<file path="config.mk">
export PLATFORM = sky130hd
export DESIGN_NAME = i2c_expander_target
export DESIGN_NICKNAME = d
export VERILOG_FILES = /design/src/rtl/i2c_tgt_pkg.sv /design/src/rtl/i2c_line_sync.sv /design/src/rtl/i2c_cmd_pointer.sv /design/src/rtl/i2c_target_ctrl.sv /design/src/rtl/i2c_expander_target.sv
export SDC_FILE = /design/constraint.sdc
export NUM_CORES = 1
export LEC_CHECK = 0
export CELL_PAD_IN_SITES_DETAIL_PLACEMENT = 0
export CELL_PAD_IN_SITES_GLOBAL_PLACEMENT = 1
export CORE_AREA = 10 10 92 62
export CTS_BUF_LIST = sky130_fd_sc_hd__clkbuf_4 sky130_fd_sc_hd__clkbuf_8
export CTS_CLUSTER_DIAMETER = 60
export DETAILED_ROUTE_END_ITERATION = 7
export DIE_AREA = 0 0 102 72
export GPL_TIMING_DRIVEN = 0
export PLACE_DENSITY_LB_ADDON = 0.1
export SLEW_MARGIN = 30
export SYNTH_ARGS = -nofsm -noshare
export SYNTH_HDL_FRONTEND = slang
export SYNTH_HIERARCHICAL = 1
export SYNTH_SLANG_ARGS = --single-unit
</file>
<file path="constraint.sdc">
create_clock -name clk -period 3.2 [get_ports clk]
set_input_delay 0.96 -clock clk [delete_from_list [all_inputs] [get_ports clk]]
set_output_delay 0.96 -clock clk [all_outputs]
set_load 0.005 [all_outputs]
</file>
<file path="src/rtl/i2c_tgt_pkg.sv">
package i2c_tgt_pkg;
  localparam int BYTE_W = 8;
  localparam int ADDR_W = BYTE_W - 1;
  localparam int CNT_W  = $clog2(BYTE_W + 1);

  typedef enum logic [2:0] {
    ST_IDLE,
    ST_ADDR,
    ST_ACK_ADDR,
    ST_RX,
    ST_ACK_RX,
    ST_TX,
    ST_ACK_TX,
    ST_SKIP
  } tgt_state_e;
endpackage

</file>
<file path="src/rtl/i2c_line_sync.sv">
module i2c_line_sync #(
  parameter int STAGES = 2
) (
  input  logic clk,
  input  logic rst_n,
  input  logic scl_i,
  input  logic sda_i,
  output logic scl_s,
  output logic sda_s,
  output logic scl_rise,
  output logic scl_fall,
  output logic start_det,
  output logic stop_det
);
  // bit 1 = SCL, bit 0 = SDA
  logic [1:0] stg [STAGES];
  logic [1:0] prev_q;

  genvar g;
  generate
    for (g = 0; g < STAGES; g++) begin : g_stage
      logic [1:0] stg_d;
      if (g == 0) begin : g_first
        assign stg_d = {scl_i, sda_i};
      end else begin : g_rest
        assign stg_d = stg[g-1];
      end
      always_ff @(posedge clk or negedge rst_n) begin
        if (!rst_n) stg[g] <= 2'b11;
        else        stg[g] <= stg_d;
      end
    end
  endgenerate

  always_ff @(posedge clk or negedge rst_n) begin
    if (!rst_n) prev_q <= 2'b11;
    else        prev_q <= stg[STAGES-1];
  end

  assign scl_s     = stg[STAGES-1][1];
  assign sda_s     = stg[STAGES-1][0];
  assign scl_rise  = scl_s & ~prev_q[1];
  assign scl_fall  = ~scl_s & prev_q[1];
  assign start_det = scl_s & prev_q[1] & prev_q[0] & ~sda_s;
  assign stop_det  = scl_s & prev_q[1] & ~prev_q[0] & sda_s;
endmodule

</file>
<file path="src/rtl/i2c_cmd_pointer.sv">
module i2c_cmd_pointer #(
  parameter int PTR_W = 2,
  parameter logic [PTR_W-1:0] RST_VAL = '0
) (
  input  logic             clk,
  input  logic             rst_n,
  input  logic             load,
  input  logic [PTR_W-1:0] load_val,
  output logic [PTR_W-1:0] ptr
);
  logic [PTR_W-1:0] ptr_d, ptr_q;

  always_comb begin
    ptr_d = ptr_q;
    if (load) ptr_d = load_val;
  end

  always_ff @(posedge clk or negedge rst_n) begin
    if (!rst_n) ptr_q <= RST_VAL;
    else        ptr_q <= ptr_d;
  end

  assign ptr = ptr_q;
endmodule

</file>
<file path="src/rtl/i2c_target_ctrl.sv">
module i2c_target_ctrl
  import i2c_tgt_pkg::*;
#(
  parameter int STRAP_W = 3,
  parameter int PTR_W   = 2,
  parameter logic [ADDR_W-1:0] ADDR_BASE = 7'h18
) (
  input  logic               clk,
  input  logic               rst_n,
  input  logic               scl_s,
  input  logic               sda_s,
  input  logic               scl_rise,
  input  logic               scl_fall,
  input  logic               start_det,
  input  logic               stop_det,
  input  logic [STRAP_W-1:0] strap,
  input  logic [BYTE_W-1:0]  rd_data,
  output logic               sda_low,
  output logic               wr_stb,
  output logic [BYTE_W-1:0]  wr_data,
  output logic               ptr_load,
  output logic [PTR_W-1:0]   ptr_val,
  output logic               rd_snap,
  output logic               in_ack_rx
);
  localparam int PREFIX_W = ADDR_W - STRAP_W;
  localparam logic [PREFIX_W-1:0] PREFIX = ADDR_BASE[ADDR_W-1 -: PREFIX_W];
  localparam logic [CNT_W-1:0] CNT_FULL = CNT_W'(BYTE_W);
  localparam logic [CNT_W-1:0] CNT_LAST = CNT_W'(BYTE_W - 1);

  tgt_state_e        state_d, state_q;
  logic [CNT_W-1:0]  cnt_d, cnt_q;
  logic [BYTE_W-1:0] sh_d, sh_q;
  logic              rw_d, rw_q;
  logic              first_d, first_q;
  logic              mack_d, mack_q;
  logic              addr_hit;

  assign addr_hit = (sh_q[BYTE_W-1:1] == {PREFIX, strap});

  always_comb begin
    state_d = state_q;
    cnt_d   = cnt_q;
    sh_d    = sh_q;
    rw_d    = rw_q;
    first_d = first_q;
    mack_d  = mack_q;
    if (start_det) begin
      state_d = ST_ADDR;
      cnt_d   = '0;
    end else if (stop_det) begin
      state_d = ST_IDLE;
    end else begin
      case (state_q)
        ST_ADDR, ST_RX: begin
          if (scl_rise && cnt_q != CNT_FULL) begin
            sh_d  = {sh_q[BYTE_W-2:0], sda_s};
            cnt_d = cnt_q + CNT_W'(1);
          end
          if (scl_fall && cnt_q == CNT_FULL) begin
            if (state_q == ST_RX) begin
              state_d = ST_ACK_RX;
            end else if (addr_hit) begin
              state_d = ST_ACK_ADDR;
              rw_d    = sh_q[0];
            end else begin
              state_d = ST_SKIP;
            end
          end
        end
        ST_ACK_ADDR: begin
          if (scl_fall) begin
            cnt_d = '0;
            if (rw_q) begin
              state_d = ST_TX;
              sh_d    = rd_data;
            end else begin
              state_d = ST_RX;
              first_d = 1'b1;
            end
          end
        end
        ST_ACK_RX: begin
          if (scl_fall) begin
            state_d = ST_RX;
            cnt_d   = '0;
            first_d = 1'b0;
          end
        end
        ST_TX: begin
          if (scl_fall) begin
            if (cnt_q == CNT_LAST) begin
              state_d = ST_ACK_TX;
            end else begin
              sh_d  = {sh_q[BYTE_W-2:0], 1'b1};
              cnt_d = cnt_q + CNT_W'(1);
            end
          end
        end
        ST_ACK_TX: begin
          if (scl_rise) mack_d = ~sda_s;
          if (scl_fall) begin
            if (mack_q) begin
              state_d = ST_TX;
              sh_d    = rd_data;
              cnt_d   = '0;
            end else begin
              state_d = ST_SKIP;
            end
          end
        end
        default: ;
      endcase
    end
  end

  always_ff @(posedge clk or negedge rst_n) begin
    if (!rst_n) begin
      state_q <= ST_IDLE;
      cnt_q   <= '0;
      sh_q    <= '0;
      rw_q    <= 1'b0;
      first_q <= 1'b0;
      mack_q  <= 1'b0;
    end else begin
      state_q <= state_d;
      cnt_q   <= cnt_d;
      sh_q    <= sh_d;
      rw_q    <= rw_d;
      first_q <= first_d;
      mack_q  <= mack_d;
    end
  end

  assign sda_low   = (state_q == ST_ACK_ADDR) || (state_q == ST_ACK_RX) ||
                     ((state_q == ST_TX) && !sh_q[BYTE_W-1]);
  assign in_ack_rx = (state_q == ST_ACK_RX);
  assign wr_stb    = in_ack_rx && scl_rise && !first_q;
  assign ptr_load  = in_ack_rx && scl_rise && first_q;
  assign wr_data   = sh_q;
  assign ptr_val   = sh_q[PTR_W-1:0];
  assign rd_snap   = scl_rise && (((state_q == ST_ACK_ADDR) && rw_q) ||
                                  ((state_q == ST_ACK_TX) && !sda_s));

  // the data drive holds still across an SCL high phase
  assert_sda_hold_R3: assert property (@(posedge clk) disable iff (!rst_n)
    (scl_s && !scl_rise) |-> $stable(sda_low));

  // a write strobe is a single-cycle pulse
  assert_stb_pulse_R6: assert property (@(posedge clk) disable iff (!rst_n)
    wr_stb |=> !wr_stb);
endmodule

</file>
<file path="src/rtl/i2c_expander_target.sv">
module i2c_expander_target
  import i2c_tgt_pkg::*;
#(
  parameter int STRAP_W     = 3,
  parameter int PTR_W       = 2,
  parameter int SYNC_STAGES = 2,
  parameter logic [ADDR_W-1:0] ADDR_BASE = 7'h18
) (
  input  logic               clk,
  input  logic               rst_n,
  input  logic               scl_i,
  input  logic               sda_i,
  input  logic [STRAP_W-1:0] strap_i,
  output logic               sda_low_o,
  output logic [PTR_W-1:0]   reg_sel_o,
  output logic               wr_stb_o,
  output logic [BYTE_W-1:0]  wr_data_o,
  input  logic [BYTE_W-1:0]  rd_data_i,
  output logic               rd_snap_o
);
  logic [1:0] rst_pipe;
  logic       rst_int;
  logic       scl_s, sda_s, scl_rise, scl_fall, start_det, stop_det;
  logic       ptr_load, in_ack_rx;
  logic [PTR_W-1:0] ptr_val;

  always_ff @(posedge clk or negedge rst_n) begin
    if (!rst_n) rst_pipe <= 2'b00;
    else        rst_pipe <= {rst_pipe[0], 1'b1};
  end
  assign rst_int = rst_pipe[1];

  i2c_line_sync #(.STAGES(SYNC_STAGES)) u_sync (
    .clk(clk), .rst_n(rst_int), .scl_i(scl_i), .sda_i(sda_i),
    .scl_s(scl_s), .sda_s(sda_s), .scl_rise(scl_rise), .scl_fall(scl_fall),
    .start_det(start_det), .stop_det(stop_det)
  );

  i2c_target_ctrl #(.STRAP_W(STRAP_W), .PTR_W(PTR_W), .ADDR_BASE(ADDR_BASE)) u_ctrl (
    .clk(clk), .rst_n(rst_int), .scl_s(scl_s), .sda_s(sda_s),
    .scl_rise(scl_rise), .scl_fall(scl_fall), .start_det(start_det),
    .stop_det(stop_det), .strap(strap_i), .rd_data(rd_data_i),
    .sda_low(sda_low_o), .wr_stb(wr_stb_o), .wr_data(wr_data_o),
    .ptr_load(ptr_load), .ptr_val(ptr_val), .rd_snap(rd_snap_o),
    .in_ack_rx(in_ack_rx)
  );

  i2c_cmd_pointer #(.PTR_W(PTR_W)) u_ptr (
    .clk(clk), .rst_n(rst_int), .load(ptr_load), .load_val(ptr_val),
    .ptr(reg_sel_o)
  );

  // a STOP leaves SDA released
  assert_stop_release_R2: assert property (@(posedge clk) disable iff (!rst_int)
    stop_det |=> !sda_low_o);

  // the pointer moves only out of a received-byte ACK clock
  assert_ptr_on_ack_R5: assert property (@(posedge clk) disable iff (!rst_int)
    (reg_sel_o != $past(reg_sel_o)) |-> $past(in_ack_rx));
endmodule

</file>
==> impl_metrics.toml, run 1 <==
[outcome]
outcome = "complete, no violations"

[logic_synthesis]
synth_area_per_cell_sq_um = 9.99
synth_commonest_cells = "dfrtp_1, o21ai_0, a21oi_1, nor2_1, mux2_2"
synth_edf_count = 0
netlist_area_sq_mm = 0.00157
synthCells = 157
yosys-top-cells-area = "dfrtp_1, dfstp_2, mux2_2"
ys_seq_elements = 28
synth_top_area_share_pct = 35.1
async_reset_ff_share_pct = 100
mappedNetlistNets = 174
yosysUniqueCellTypes = 43
synthMostInstantiatedCell = "dfrtp_1"
synth_top_area_cell = "dfrtp_1"
yosysWarnings = 6
ys.flop_type = "dfrtp_1"
ys_seq_area_share_pct = 45.1

[global_route]
grt_pass1_vias = 1301
overflow = 0
grt_start_max_net_pins = 27
grt_use_total_pct = 11.2
grt_pass1_wl_mm = 6.62
antenna_found_initial = 0

[flow_run]
drv_cap = 0

[critical_path]
crit_path_start_kind = "flop"
crit_required_ns = 2.24
crit_path_end_kind = "output pin"
worstPathArrival_ns = 2.07
crit_fanout = 10
path_class = "flop to output pin"

[routing]
via_per_inst = 5.45
drt_iter0_markers = 72
ant_nets = 0
wl_met2_mm = 1.63
routed_wl_mm = 3.90
wirelength_met1_mm = 1.88
drtPass1Iterations = 4
avgRoutedWirePerCell_microns = 16.4
wl_met3_microns = 351
top_layer = "met4"
route.detailed.drc = 0
num_vias = 1298

[finish]
diodes = 0
drive_gt1_share_pct = 17.0
n_fill_cell = 382
fin_nets = 206
syn_to_final_growth_pct = 26.0

[power]
vdd_drop_max_uv = 222
power_density_mw_per_mm2 = 659
leakage_nw = 0.783

[clock_tree]
root_buffer = "clkbuf_8"
ctsHoldBuffers = 0
cts_tree = "yes"
cts_sinks = 28
cts_made_buffers = 3
htreeDepth = 1
path_clk_slew_ns = 0.09
insertion_delay_ns = 0.28
cts_buffer_depth = 2
post_cts_buffers = 0

[place]
io_buffers = 27
gp_congestion = 0.855
hpwlAfterDp_mm = 2.94
dp_slack_ns = 0.455

[floorplan]
die_area_sq_mm = 0.00734
fp.dieW_microns = 102
start_util_pct = 39.1
core_area_sq_mm = 0.00401
die_y_microns = 72
io_pins = 28
rows = 18

[worst_hold_path]
hp-class = "flop to async pin"

[timing]
timing.final.crit_share_pct = 94.8
setup_tns_ns = 0
slew_violations = 0
relSlewSlack_pct = 61.7
tightest_slew_ns = 0.569
min_period_ns = 3.03
setup-violations-final = 0
hold_viol_final = 0
max_freq_mhz = 330
finClkSkew_ns = 0.00274
timing.final.ws_setup_ns = 0.168
rsz0062_at_grt = "false"
[worst max-delay path, stage by stage, from the launching register on]
cell and delay, ns:
dfrtp_1 0.34, buf_4 0.15, clkbuf_1 0.38, nor2_1 0.14, a21oi_1 0.12, and3_1 0.16, clkdlybuf4s50_1 0.51
[state kept, by name (all words and copies together), names as in the netlist]
signal / count
u_ptr/ptr: 2
u_sync/prev_q: 2
u_ctrl/wr_data: 8
u_ctrl/rw_q: 1
u_ctrl/state_q: 3
u_ctrl/mack_q: 1
u_sync/g_stage.stg_d: 2
u_sync/scl_s: 1
u_sync/sda_s: 1
u_ctrl/first_q: 1
rst_pipe: 2
u_ctrl/cnt_q: 4
[area by class of cell]
type | count | area [sq um] | share of cell area, %
Sequential cell | 28 | 709 | 35.9
Clock buffer | 3 | 41.3 | 2.09
Inverter | 8 | 30.0 | 1.52
Clock inverter | 1 | 30.0 | 1.52
Timing Repair Buffer | 27 | 270 | 13.7
Tap cell | 50 | 62.6 | 3.16
Buffer | 8 | 43.8 | 2.22
Multi-Input combinational cell | 113 | 790 | 39.9
[final timing paths]
check                                           start                end  slack [ns]  cells past startpoint
hold reg to reg                           rst_pipe[1]       u_ptr/ptr[1]        0.27                      0
max in group asynchronous                       rst_n        rst_pipe[1]        2.24                      1
min in group clk           u_sync/g_stage[1].stg_d[1]       u_sync/scl_s        0.36                      0
hold / removal                            rst_pipe[1]       u_ptr/ptr[1]        0.27                      0
setup reg to reg                         u_sync/sda_s  u_ctrl/wr_data[0]        0.85                      6
setup / recovery                    u_ctrl/state_q[2]          rd_snap_o        0.17                      6
[layer usage]
layer	global-route usage [%]	vias up
met5	0	-
met4	2.80	0
met3	4.07	4
met2	15.5	42
met1	16.0	621
li1	-	631
[placed cells by master (no fill, tap or decap), drive strengths merged, types with 2 or more instances in the layout]
cell	Yosys	layout
clkbuf	3	6
o22ai	3	3
nand2b	3	3
nand4	2	2
inv	8	8
dfstp	6	6
a21oi	11	11
and3	3	3
o41ai	2	2
a31oi	4	4
nor2	11	11
dfrtp	22	22
nor4	2	2
mux2	10	10
ha	2	2
o21ai	13	13
nand2	9	9
clkdlybuf4s50	0	27
mux2i	5	5
xnor2	4	4
nor2b	9	9
nand3b	2	2
and4b	2	2
buf	5	5
[per-stage QoR]
stage	power, mW	instances	instance area [sq um]	hold WS (ns)	utilization [%]
after global placement	1.02	234	1900	0.339	47.4
after global routing	1.41	238	1980	0.329	49.3
after CTS	1.32	238	1970	0.300	49.3
after floorplan	0.834	157	1570	0.329	-
final	1.30	238	1980	0.269	49.3
after detailed placement	1.03	234	1900	0.290	47.5
[cell families (layout without fill, tap and decap cells)]
kind of cell	count (synthesis)	after routing	synth area share [%]
muxes	15	15	10.4
other	1	1	0.239
adders and majority gates	2	2	1.59
xor gates and xnor gates	4	4	2.23
DFF	28	28	45.1
AOI/OAI and AO/OA	40	40	17.4
and+or+nand+nor	51	51	18.3
buffers and inverters	16	47	4.70
[report_power, final]
| group | leakage [nW] | total, mW | switching (mW) | internal [mW] |
|---|---|---|---|---|
| Clock | 0.0357 | 0.277 | 0.109 | 0.168 |
| Sequential | 0.331 | 0.520 | 0.0887 | 0.431 |
| Combinational | 0.417 | 0.507 | 0.230 | 0.277 |
| Total | 0.783 | 1.30 | 0.428 | 0.876 |
[repair_timing]
action	in CTS	in global routing
endpoints found under the hold margin	0	0
setup endpoints to repair	0	1
resized for setup	0	1
No activity file was read; power rests on OpenSTA's default activity.
==> run 2, diff against run 1 <==
CTS_BUF_LIST = not set   (was sky130_fd_sc_hd__clkbuf_4 sky130_fd_sc_hd__clkbuf_8)
MAX_ROUTING_LAYER = met4   (was not set)
SLEW_MARGIN = not set   (was 30)
==> impl_metrics.toml, run 2 (synthesis gave the netlist of run 1 again) <==
[outcome]
outcome = "complete, no violations"

[power]
vdd_drop_max_uv = 264
power_density_mw_per_mm2 = 660
seqPwrFrac_pct = 39.6
total_power_mw = 1.30
leakage_nw = 0.783
p_int_mw = 0.875
p_switching_mw = 0.429
p_clk_share_pct = 21.6
p_sw_share_pct = 32.9
combPwrFrac_pct = 38.8

[critical_path]
crit_path_start_kind = "flop"
worstPathArrival_ns = 2.09
crit_required_ns = 2.24
crit_fanout = 10
path_class = "flop to output pin"
crit_path_end_kind = "output pin"
worst-r2r-setup-slack_ns = 0.90

[finish]
seqCellArea_sq_um = 708
layout_common_cells = "clkdlybuf4s50_1, dfrtp_1, o21ai_0"
syn_to_final_growth_pct = 25.9
utilization_pct = 49.3
drive_gt1_share_pct = 16.0
layout_commonest_cell = "clkdlybuf4s50_1"
n_fill_cell = 358
diodes = 0
fin_nets = 206
largest_reg_flops = 8
multi_input_area_sq_um = 787

[clock_tree]
cts_buffer_depth = 2
root_buffer = "clkbuf_8"
cts_made_buffers = 3
cts_sinks = 28
insertion_delay_ns = 0.28
path_clk_slew_ns = 0.10
htreeDepth = 1
post_cts_buffers = 0
cts_tree = "yes"

[timing]
min_period_ns = 3.05
hold_viol_final = 0
slew_violations = 0
rsz0062_at_grt = "false"
tightest_slew_ns = 1.04
finClkSkew_ns = 0.00431
setup-violations-final = 0
relSlewSlack_pct = 30.7
timing.final.crit_share_pct = 95.3
max_freq_mhz = 328
setup_tns_ns = 0

[routing]
drtPass1Iterations = 4
via_per_inst = 5.50
route.detailed.drc = 0
num_vias = 1309
ant_nets = 0
routed_wl_mm = 3.74
avgRoutedWirePerCell_microns = 15.7
drt_iter0_markers = 79

[place]
gp_congestion = 0.859
hpwlAfterDp_mm = 2.80
io_buffers = 27

[global_route]
grt_start_max_net_pins = 27
overflow = 0
grt_use_total_pct = 11.1
grt_pass1_vias = 1254
grt_pass1_wl_mm = 6.42
antenna_found_initial = 0

[flow_run]
drv_cap = 0

[floorplan]
fp.dieW_microns = 102
io_pins = 28
start_util_pct = 39.1
die_y_microns = 72
core_area_sq_mm = 0.00401
rows = 18
die_area_sq_mm = 0.00734

[worst_hold_path]
hp-class = "flop to flop"
[run 2: changes by cell type in the layout (fill, tap and decap cells not counted), sizes merged]
cell,previous run,this run
buf,5,4
clkbuf,6,7
[run 2: final timing paths]
| check | startpoint | cells past startpoint | end |
|---|---|---|---|
| setup / recovery | u_ctrl/state_q[0] | 4 | rd_snap_o |
| hold / removal | rst_pipe[0] | 0 | rst_pipe[1] |
| setup reg to reg | u_sync/sda_s | 6 | u_ctrl/wr_data[0] |
| hold reg to reg | rst_pipe[0] | 0 | rst_pipe[1] |
| max in group asynchronous | rst_pipe[1] | 0 | u_ctrl/cnt_q[3] |
| min in group asynchronous | rst_pipe[1] | 0 | u_ctrl/first_q |
[run 2: per-layer routing]
| metal | share of wire [%] | global-route usage [%] | vias to the layer above |
|---|---|---|---|
| met1 | 48 | 16.1 | 625 |
| met2 | 42 | 14.3 | 51 |
| met5 | 0 | - | - |
| li1 | - | - | 629 |
| met3 | 9.1 | 3.31 | 4 |
| met4 | 0.91 | 2.96 | 0 |
[run 2: final cells by class]
cell class	count	area share, %
Tap cell	50	3.17
Sequential cell	28	35.8
Inverter	8	1.52
Timing Repair Buffer	27	13.7
Buffer	8	2.34
Clock buffer	3	2.09
Multi-Input combinational cell	113	39.8
Clock inverter	1	1.52
[run 2: timing repair]
item / 4_1_cts / 5_1_grt
hold buffers: 0 / 0
gates resized for setup: 0 / 1
hold endpoints to repair: 0 / 0
setup endpoints to repair: 0 / 1
[run 2: stage by stage]
stage | hold WS (ns) | cell area (sq um) | instances | worst slack, ns
global placement | 0.339 | 1900 | 234 | 0.438
finish | 0.360 | 1980 | 238 | 0.152
global route | 0.369 | 1980 | 238 | 0.0290
CTS | 0.362 | 1970 | 238 | 0.0920
floorplan | 0.329 | 1570 | 157 | 1.14
detailed placement | 0.339 | 1900 | 234 | 0.427
[run 2: worst max-delay path, stage by stage (launching register included)]
cell	delay [ns]
dfrtp_1	0.47
nor2b_1	0.32
clkbuf_4	0.32
and3_1	0.19
clkdlybuf4s50_1	0.51
[run 2: power groups by stage]
| stage | Clock (mW) | Sequential (mW) | Combinational, mW |
|---|---|---|---|
| global route | 0.306 | 0.535 | 0.565 |
| detailed placement | 0 | 0.526 | 0.504 |
| CTS | 0.290 | 0.519 | 0.506 |
| global placement | 0 | 0.522 | 0.496 |
| finish | 0.281 | 0.517 | 0.506 |
| floorplan | 0 | 0.504 | 0.330 |
==> run 3, diff against run 2 <==
CORE_AREA = 2 2 81 52   (was 10 10 92 62)
DIE_AREA = 0 0 83 54   (was 0 0 102 72)
==> impl_metrics.toml, run 3 (synthesis gave the netlist of run 1 again) <==
[floorplan]
fp.dieW_microns = 83
die_area_sq_mm = 0.00448
core_area_sq_mm = 0.00385
die_y_microns = 54
rows = 18
io_pins = 28
start_util_pct = 40.7

[routing]
drtPass1Iterations = 4
routed_wl_mm = 3.57
via_per_inst = 5.53
avgRoutedWirePerCell_microns = 15.0
ant_nets = 0
route.detailed.drc = 0
drt_iter0_markers = 43
num_vias = 1315

[timing]
timing.final.ws_setup_ns = 0.125
timing.final.crit_share_pct = 96.1
min_period_ns = 3.07
slew_violations = 0
setup-violations-final = 0
relSlewSlack_pct = 32.2
hold_viol_final = 0
tightest_slew_ns = 1.02
finClkSkew_ns = 0.00440
setup_tns_ns = 0
rsz0062_at_grt = "false"
max_freq_mhz = 325

[critical_path]
crit_path_end_kind = "output pin"
worst-r2r-setup-slack_ns = 0.86
reg2reg_depth = 6
worstReg2RegStart = "u_sync/sda_s"
crit_slowest_cell = "clkdlybuf4s50_1"
crit_fanout = 10
r2r-end = "u_ctrl/wr_data[7]"
path_cells = "nor2b_1, buf_2, and3_1, clkdlybuf4s50_1"
worstPathArrival_ns = 2.11
path_class = "flop to output pin"
crit_required_ns = 2.24
max_stage_delay_ns = 0.51
crit_path_start_kind = "flop"

[power]
vdd_drop_max_uv = 310
seqPwrFrac_pct = 40.0
p_sw_share_pct = 32.6
combPwrFrac_pct = 38.6
leakage_nw = 0.784
p_int_mw = 0.875
p_clk_share_pct = 21.3
power_density_mw_per_mm2 = 658
p_switching_mw = 0.423

[clock_tree]
cts_buffer_depth = 2
path_clk_slew_ns = 0.09
root_buffer = "clkbuf_8"
cts_made_buffers = 3
cts_tree = "yes"
post_cts_buffers = 0
insertion_delay_ns = 0.28
ctsHoldBuffers = 0
cts_sinks = 28
htreeDepth = 1
cts-resized-gates = 0

[outcome]
outcome = "complete, no violations"

[worst_hold_path]
whs_path_depth = 0
hp-class = "flop to flop"
min_from = "u_sync/g_stage[1].stg_d[0]"
hold_path_end = "u_sync/sda_s"

[global_route]
grt_pass1_wl_mm = 5.99
grt_use_total_pct = 17.8
antenna_found_initial = 0
overflow = 0
grt_pass1_vias = 1210
grt_start_max_net_pins = 27

[finish]
n_fill_cell = 350
fin_nets = 206
layout_commonest_cell = "clkdlybuf4s50_1"
diodes = 0
layout_common_cells = "clkdlybuf4s50_1, dfrtp_1, o21ai_0"
largest_reg_flops = 8
syn_to_final_growth_pct = 25.8
drive_gt1_share_pct = 16.0

[flow_run]
drv_cap = 0

[place]
io_buffers = 27
gp_congestion = 0.852
hpwlAfterDp_mm = 2.65
dp_slack_ns = 0.486
==> run 3: cell count changes in the layout (fill, tap and decap cells not counted), sizes merged <==
cell / change
buf: +1
clkbuf: -1
==> run 3: how the worst max path moves through the flow <==
stage                     cells past startpoint              start         to
final                                         4  u_ctrl/state_q[0]  rd_snap_o
after global routing                          4  u_ctrl/state_q[0]  rd_snap_o
after CTS                                     4  u_ctrl/state_q[0]  rd_snap_o
after detailed placement                      4  u_ctrl/state_q[0]  rd_snap_o
after global placement                        4  u_ctrl/state_q[0]  rd_snap_o
after floorplan                               3  u_ctrl/state_q[0]  rd_snap_o
==> run 3: area by class of cell <==
class	instances	area, sq um	area share [%]
multi-input cells	113	787	39.9
flip-flops and latches	28	708	35.9
repair buffers	27	270	13.7
well taps	50	62.6	3.17
plain buffers	8	43.8	2.22
clock buffers	3	41.3	2.09
clock inverters	1	30.0	1.52
inverters	8	30.0	1.52
==> run 3: routing by layer <==
layer	routed length (microns)	global-route usage [%]	vias up
met2	1490	27.4	38
met1	1860	23.4	650
met5	0	-	-
met4	23	5.46	0
li1	-	-	625
met3	197	4.60	2
==> run 3: critical path: cells and delay by family (launching register included) <==
kind	cells	cell delay [ns]
and+or+nand+nor	2	0.51
DFF	1	0.48
buffers and inverters	2	0.85
==> run 3: power groups by stage <==
stage / clock (mW) / sequential [mW] / combinational, mW
after floorplan: 0 / 0.504 / 0.330
after global placement: 0 / 0.520 / 0.487
after detailed placement: 0 / 0.526 / 0.500
after CTS: 0.287 / 0.519 / 0.501
after global routing: 0.307 / 0.533 / 0.559
final: 0.277 / 0.520 / 0.501
==> run 3: through the flow <==
stage / utilization, % / power, mW / hold slack (ns) / instance area, sq um / cells
3_5_place_dp: 49.4 / 1.03 / 0.346 / 1900 / 234
5_1_grt: 51.2 / 1.40 / 0.370 / 1970 / 238
2_1_floorplan: - / 0.834 / 0.329 / 1570 / 157
4_1_cts: 51.2 / 1.31 / 0.364 / 1970 / 238
6_report: 51.2 / 1.30 / 0.361 / 1970 / 238
3_3_place_gp: 49.4 / 1.01 / 0.339 / 1900 / 234
